--- src/rtl/frame_scrubber.sv ---
module frame_scrubber #(
  parameter int WORD_W      = 32,
  parameter int FRAME_WORDS = 32,
  parameter int NUM_FRAMES  = 1024,
  parameter int CNT_W       = 32
) (
  input  logic                           clk,
  input  logic                           rst_n,
  input  logic                           start,
  input  logic                           stop,
  input  logic                           cont,
  input  logic                           clr_cnt,
  output logic                           gold_req,
  input  logic                           gold_valid,
  input  logic [WORD_W-1:0]              gold_data,
  output logic                           cfg_rd_req,
  input  logic                           cfg_rd_valid,
  input  logic [WORD_W-1:0]              cfg_rd_data,
  output logic                           cfg_wr_en,
  output logic [WORD_W-1:0]              cfg_wr_data,
  output logic [$clog2(NUM_FRAMES)-1:0]  frame_addr,
  output logic [$clog2(FRAME_WORDS)-1:0] word_addr,
  output logic                           busy,
  output logic                           pass_done,
  output logic [CNT_W-1:0]               upset_cnt,
  output logic [CNT_W-1:0]               bit_cnt,
  output logic                           stuck_err,
  output logic [$clog2(NUM_FRAMES)-1:0]  stuck_frame
);
  localparam int FA_W = $clog2(NUM_FRAMES);
  localparam int WI_W = $clog2(FRAME_WORDS);
  localparam int PC_W = $clog2(WORD_W + 1);
  localparam logic [WI_W-1:0] LAST_W = WI_W'(FRAME_WORDS - 1);
  localparam logic [FA_W-1:0] LAST_F = FA_W'(NUM_FRAMES - 1);

  typedef enum logic [2:0] {S_IDLE, S_GREQ, S_GWAIT, S_LREQ, S_LWAIT, S_WR, S_NEXT} st_t;
  st_t st;

  logic [WORD_W-1:0] gbuf [FRAME_WORDS];
  logic              mism, vfy, stop_pend;
  logic [WORD_W-1:0] diff;
  logic              mism_nxt;
  logic [CNT_W:0]    bsum;

  function automatic logic [PC_W-1:0] popc(input logic [WORD_W-1:0] v);
    popc = '0;
    for (int i = 0; i < WORD_W; i++) popc = popc + PC_W'(v[i]);
  endfunction

  assign gold_req    = (st == S_GREQ);
  assign cfg_rd_req  = (st == S_LREQ);
  assign cfg_wr_en   = (st == S_WR);
  assign cfg_wr_data = gbuf[word_addr];
  assign busy        = (st != S_IDLE);
  assign diff        = cfg_rd_data ^ gbuf[word_addr];
  assign mism_nxt    = mism | (|diff);
  assign bsum        = {1'b0, bit_cnt} + (CNT_W+1)'(popc(diff));

  always_ff @(posedge clk)
    if (st == S_GWAIT && gold_valid) gbuf[word_addr] <= gold_data;

  always_ff @(posedge clk) begin
    if (!rst_n) begin
      st <= S_IDLE; frame_addr <= '0; word_addr <= '0;
      mism <= 1'b0; vfy <= 1'b0; stop_pend <= 1'b0; pass_done <= 1'b0;
      upset_cnt <= '0; bit_cnt <= '0; stuck_err <= 1'b0; stuck_frame <= '0;
    end else begin
      pass_done <= 1'b0;
      if (stop && busy) stop_pend <= 1'b1;
      case (st)
        S_IDLE: if (start) begin
          frame_addr <= '0; word_addr <= '0; stop_pend <= 1'b0; st <= S_GREQ;
        end
        S_GREQ: st <= S_GWAIT;
        S_GWAIT: if (gold_valid) begin
          if (word_addr == LAST_W) begin
            word_addr <= '0; mism <= 1'b0; vfy <= 1'b0; st <= S_LREQ;
          end else begin
            word_addr <= word_addr + WI_W'(1); st <= S_GREQ;
          end
        end
        S_LREQ: st <= S_LWAIT;
        S_LWAIT: if (cfg_rd_valid) begin
          mism <= mism_nxt;
          if (!vfy) bit_cnt <= bsum[CNT_W] ? '1 : bsum[CNT_W-1:0];
          if (word_addr == LAST_W) begin
            word_addr <= '0;
            if (vfy) begin
              if (mism_nxt) begin stuck_err <= 1'b1; stuck_frame <= frame_addr; end
              st <= S_NEXT;
            end else if (mism_nxt) begin
              if (!(&upset_cnt)) upset_cnt <= upset_cnt + CNT_W'(1);
              st <= S_WR;
            end else st <= S_NEXT;
          end else begin
            word_addr <= word_addr + WI_W'(1); st <= S_LREQ;
          end
        end
        S_WR: if (word_addr == LAST_W) begin
          word_addr <= '0; vfy <= 1'b1; mism <= 1'b0; st <= S_LREQ;
        end else word_addr <= word_addr + WI_W'(1);
        S_NEXT: if (frame_addr == LAST_F) begin
          pass_done <= 1'b1;
          frame_addr <= '0;
          st <= (cont && !stop_pend) ? S_GREQ : S_IDLE;
        end else if (stop_pend) st <= S_IDLE;
        else begin
          frame_addr <= frame_addr + FA_W'(1); st <= S_GREQ;
        end
        default: st <= S_IDLE;
      endcase
      if (clr_cnt) begin
        upset_cnt <= '0; bit_cnt <= '0; stuck_err <= 1'b0;
      end
    end
  end

  p_pass_pulse_r7: assert property (@(posedge clk) disable iff (!rst_n)
    pass_done |=> !pass_done);
  p_upset_sat_r3: assert property (@(posedge clk) disable iff (!rst_n)
    (&upset_cnt && !clr_cnt) |=> &upset_cnt);
  p_bits_mono_r4: assert property (@(posedge clk) disable iff (!rst_n)
    !clr_cnt |=> bit_cnt >= $past(bit_cnt));
  p_clear_r5: assert property (@(posedge clk) disable iff (!rst_n)
    clr_cnt |=> (upset_cnt == '0 && bit_cnt == '0 && !stuck_err));
  p_err_sticky_r6: assert property (@(posedge clk) disable iff (!rst_n)
    (stuck_err && !clr_cnt) |=> stuck_err);
  p_wr_after_upset_r2: assert property (@(posedge clk) disable iff (!rst_n)
    ($rose(cfg_wr_en) && !$past(clr_cnt)) |-> (upset_cnt != $past(upset_cnt) || &upset_cnt));
  p_idle_quiet_r9: assert property (@(posedge clk) disable iff (!rst_n)
    $fell(busy) |-> (!gold_req && !cfg_rd_req && !cfg_wr_en));
endmodule

--- config.mk ---
export PLATFORM = sky130hd
export DESIGN_NAME = frame_scrubber
export DESIGN_NICKNAME = d
export VERILOG_FILES = /design/src/rtl/frame_scrubber.sv
export SDC_FILE = /design/constraint.sdc
export NUM_CORES = 1
export LEC_CHECK = 0
export BUFFER_PORTS_ARGS = -buffer_cell sky130_fd_sc_hd__buf_2
export CAP_MARGIN = 0
export CORE_UTILIZATION = 55
export DETAILED_ROUTE_END_ITERATION = 6
export PLACE_DENSITY = 0.75
export SYNTH_ARGS = -nofsm -noshare
export SYNTH_HDL_FRONTEND = slang
export SYNTH_SLANG_ARGS = --single-unit
--- constraint.sdc ---
create_clock -name clk -period 8 [get_ports clk]
set_input_delay 1.6 -clock clk [delete_from_list [all_inputs] [get_ports clk]]
set_output_delay 1.6 -clock clk [all_outputs]
set_load 0.03 [all_outputs]
[Word level (Yosys, flattened, before mapping)]
Memory sizes are Yosys's and may differ from the RTL's. A register that Yosys moved wholly into a read port is not among the register bits.
Index checks and enable logic that the tools add are counted.
Storage, ports and cells
  logic and storage cells: 126
  RAM bits: 1024
  output and inout bits: 127
  bits in registers: 97
  input bits: 72
  memories: 1
Memory list
  gbuf: depth 32, width 32, rd ports 1, clocked after memory_dff 1, write ports 1, line 39  | logic [WORD_W-1:0] gbuf [FRAME_WORDS];
Operators by class
  equal/unequal tests: 14
  mux-type cells: 38
  $add $sub $neg: 35
  reduce and logical (&&, ||, !) cells: 22
  bitwise gates (word level): 5
Operators with widths (count)
  adder 6 x 1 -> 6 bit: 26
  adder 32 x 6 -> 33 bit: 1
  adder 32 x 1 -> 32 bit (second input constant): 1
  2-to-1 mux 32 bit: 1
  AND reduction 32 bit: 1
  OR reduction 32 bit: 1
  bitwise XOR 32 bit: 1
  2-to-1 mux 10 bit: 3
  2-to-1 mux 5 bit: 6
  one-hot mux 3 bit (7 select lines): 1
  one-hot mux 10 bit (2 select lines): 1
  one-hot mux 5 bit (4 select lines): 1
  2-to-1 mux 1 bit: 15
  2-to-1 mux 3 bit: 5
  AND reduction 4 bit: 3
  adder 10 x 1 -> 10 bit (second input constant): 1
  == test 10 bit (second input constant): 1
  == test 3 bit (second input constant): 3
  AND reduction 3 bit: 3
  adder 5 x 1 -> 6 bit: 1
  == test 3 x 2 -> 1 bit (second input constant): 2
  2-to-1 mux 2 bit: 3
  != test 2 bit (second input constant): 3
  AND reduction 6 bit: 1
  22 further kinds: 29

[Depth between registers and ports, before layout]
  depth in word-level cells: 34
  gate-level depth with buffers: 34
  depth with buffers taken out: 28

[Worst setup path after synthesis]
Ideal clock, no wire load.
  path type: flip-flop to flip-flop
  start point: register with a tool-made name
  end point: register bit_cnt[25]
  path buffers: 8
  stages on the path, launching flop included: 34
  data required time: 7.884 ns
  library setup time: 0.116 ns
  clock period less this slack: 8.425 ns
  arrival time: 8.309 ns
  path slack: -0.425 ns
  cells stage by stage: dfxtp_1 > buf_4 > buf_12 > buf_12 > buf_6 > buf_6 > buf_8 > mux4_2 > nand2_1 > nand2_1 > a221oi_1 > xnor2_1 > fa_1 > inv_1 > fa_1 > inv_1 > fa_1 > inv_1 > fa_1 > fa_1 > fa_1 > fa_1 > fa_1 > a21o_1 > a21oi_1 > o21bai_1 > a21oi_1 > o21bai_1 > nand4_1 > or2_2 > clkbuf_1 > clkbuf_1 > nand3_1 > o211a_1
RTL lines
  end signal: assignment: line 85  | if (!vfy) bit_cnt <= bsum[CNT_W] ? '1 : bsum[CNT_W-1:0];
  end: declaration: line 26  | output logic [CNT_W-1:0] bit_cnt,

==> metrics.md <==
| Metric | Value |
|---|---|
| HPWL after DPL | 68.8 mm |
| Pwr Total | 0.0152 W |
| Via density per instance | 6.41 |
| Final max-slew violation count | 0 |
| Slowest-stage cell, CP | fa_1 |
| CTS Buf Count | 110 |
| DIE WIDTH | 291 um |
| Largest net degree at the start of global routing | 50 |
| Yosys warnings | 0 |
| Routed via count | 27270 |
| EDFF count, synth | 1024 |
| Period utilization | between 90% and 100% |
| Initial DRC Count | about 3400 |
| Clock Tree Buf Depth | 3 |
| Rows | 105 |
| Synth cell types | 74 |
| Post-route ant nets | 0 |
| Synth Register Bits | 1126 |
| Final WL | 127 mm |
| Final Critical Period | 7.90 ns |
| Core area | just over 80000 um2 |
| Final Skew | 0.0482 ns |
| F_max | 127 MHz |
| Max-Cap Viols | 0 |
| R2r setup slk | 0.10 ns |
| Sink Count | 1126 |
| First drt pass iteration count | 6 |
| CP endpoint kind | register |
| Initial Util | 55.8% |
| Boundary Pins | around 200 |
| Fin nets | roughly 3200 |
| # port buffers | ~200 |
| Min-Delay Path Class | reg2reg |
| Top_reg_cell synth | edfxtp_1 |
| Placed Instance Area | 49200 um2 |
| Min-delay src | stuck_frame[7] |
| Leak | 17.4 nW |
| Worst Path Required | ~8.5 ns |
| Full die area | 84900 um2 |
| Worst vdd ir | around 510 uV |
| Worst stage delay on the critical path | 0.58 ns |
| # H-tree levels | 3 |
| CP dominant cell by count | fa_1 |
| Share of layout cells above drive strength 1 | 23.9% |
| Sequential-to-total area share from yosys stat | 71.2% |
| Max FO, Critical Path | 7 |
| Final setup viols | 0 |
| Hold path endpoint | stuck_frame[7] |
| Average wire per standard cell | 29.8 um |
| Fin Setup TNS | 0 ns |
| Hold path depth | 2 |
| Commonest non-fill, non-tap cell in the layout | edfxtp_1 |
| Fin area | ~54000 um2 |
| # DRC | 0 |
| Largest area contributor in the netlist | edfxtp_1 |
| Synth top area cells | edfxtp_1 67%, mux2i_1 8.6%, dfxtp_1 4.4%, mux4_2 4.4%, a22oi_1 2.8% |
| Gpl congestion | between 0.9 and 1 |
| R2r worst-path depth | 26 |
| Cell Area, Synth | 46100 um2 |
| Total gr overflow | 0 |
| Clk slew on worst S/H paths | roughly 0.060 ns |
| CTS Root Cell | clkbuf_16 |
| Power density cells | 283 nW/um2 |
| Max-slew headroom | 20.8% |
| Crit path launch type | register |
| Top-area cell type share of the netlist area | 66.7% |
| Final Hold Vio Count | 0 |
| Reg2reg end | bit_cnt[22] |
| Syn Inst Count | 2707 |
| Synth Net Count | about 2800 |
| Least-Margin Pin Slew | 1.18 ns |
| WP data arrival | 8.41 ns |
| Die height | around 300 um |
| CTS tree | built |
| Status | complete, no violations |
| Global-route wire length before repair | 179 mm |
| Setup CP Type | reg2reg |
| Initial antenna violation count | 13 |
| Area grow syn2layout | 16.6% |
| Syn_area_per_cell | 17.0 um2 |
| Vias in the first global route | 27069 |
| Overall routing resource usage | 29.1% |
| Clock latency on the worst-skew pair | 0.70 ns |
| Most frequent cells in the layout | 1024 x edfxtp_1, 396 x mux2i_1, 198 x buf_2 |
| Ys async rst share | 0% |
## power by group
group / switching [W] / internal, W / total, W
Combinational: 0.00202 / 0.00159 / 0.00361
Clock: 0.00220 / 0.00291 / 0.00511
Sequential: 0.0000320 / 0.00644 / 0.00647
Total: 0.00425 / 0.0109 / 0.0152
## cell type report
type | instances | area [um2]
Timing Repair Buffer | 402 | 3150
Clock buffer | 150 | 3030
Sequential cell | 1126 | 32800
Fill cell | 5483 | 28800
Inverter | 55 | 206
Multi-Input combinational cell | 1384 | 12600
Antenna cell | 7 | 17.5
Clock inverter | 58 | 536
Tap cell | 1070 | 1340
## per-layer routing
metal / share of wire, % / up-vias / global-route usage (%)
met4: 5.1 / 8 / 14.0
li1: - / 11446 / -
met1: 36 / 13883 / 37.5
met5: 0.038 / - / 0
met3: 10 / 319 / 5.65
met2: 49 / 1614 / 47.8
## timing repair
item,in CTS,in global routing
endpoints found under the hold margin,0,0
resized for setup,8,36
pin swaps,2,23
buffers inserted,4,32
cloned,3,9
endpoints found under the setup margin,31,32
hold buffers,0,0
## synth_stat cells, types with 4 or more instances
library cell / number
edfxtp_1: 1024
mux2i_1: 396
a22oi_1: 172
a21oi_1: 126
nor2_1: 104
dfxtp_1: 102
nand2_1: 98
mux4_2: 90
inv_1: 53
clkbuf_1: 52
xnor2_1: 35
xor2_1: 30
buf_2: 27
fa_1: 26
nand3_1: 25
nand4_1: 23
ha_1: 22
buf_6: 20
and3_1: 18
nand2b_1: 18
buf_1: 17
buf_4: 16
nor4_1: 16
nor2b_1: 15
o21ai_0: 15
mux2_2: 13
nor3_1: 13
nor4_2: 12
and2_1: 11
a31o_1: 8
a211oi_1: 7
buf_12: 7
a31oi_1: 6
o221a_2: 6
or3_1: 5
a21boi_0: 4
a41o_1: 4
buf_8: 4
nand3b_1: 4
o21bai_1: 4
o22ai_1: 4
or4_1: 4
## how the worst max path moves through the flow
stage / end / slack [ns] / cells past startpoint / from
2_1_floorplan: bit_cnt[25] / 0.0006 / 30 / register
3_3_place_gp: bit_cnt[22] / -0.08 / 28 / register
3_5_place_dp: bit_cnt[30] / -0.18 / 28 / register
4_1_cts: bit_cnt[30] / 0.004 / 25 / register
5_1_grt: bit_cnt[17] / -0.18 / 27 / register
6_report: bit_cnt[22] / 0.10 / 26 / register
## critical path, delay by kind of cell (launching register included)
family,cells,cell delay [ns]
adders and majority gates,8,3.82
xor gates and xnor gates,2,0.31
buffers and inverters,4,0.55
AOI/OAI and AO/OA,6,0.84
and+or+nand+nor,3,0.52
muxes,3,1.22
DFF,1,0.48
## per-stage QoR
stage | worst slack (ns) | instances | util [%] | hold slack [ns]
3_3_place_gp | -0.0791 | 3989 | 59.7 | 0.443
3_5_place_dp | -0.184 | 3989 | 59.7 | 0.452
6_report | 0.101 | 4252 | 65.1 | 0.465
2_1_floorplan | 0.000568 | 2707 | - | 0.450
4_1_cts | 0.00414 | 4204 | 64.2 | 0.464
5_1_grt | -0.177 | 4251 | 65.1 | 0.491
## flip-flops by register name, summed over array words and instances (netlist names), 3 cells and up, named ones only
name,count
bit_cnt,32
frame_addr,10
gbuf,1024
st,3
stuck_frame,10
upset_cnt,32
word_addr,5
## logic make-up (layout without fill, tap and decap cells)
logic type                 after synthesis  count (layout)  share of synthesized area [%]
xor gates and xnor gates                65              65                           1.24
AOI/OAI and AO/OA                      389             389                           5.76
adders and majority gates               48              48                           1.73
DFF                                   1126            1126                           71.2
buffers and inverters                  198             665                           2.49
muxes                                  499             499                           13.3
and+or+nand+nor                        382             383                           4.29
other                                    0               7                              0
(Power assumes the default switching activity.)
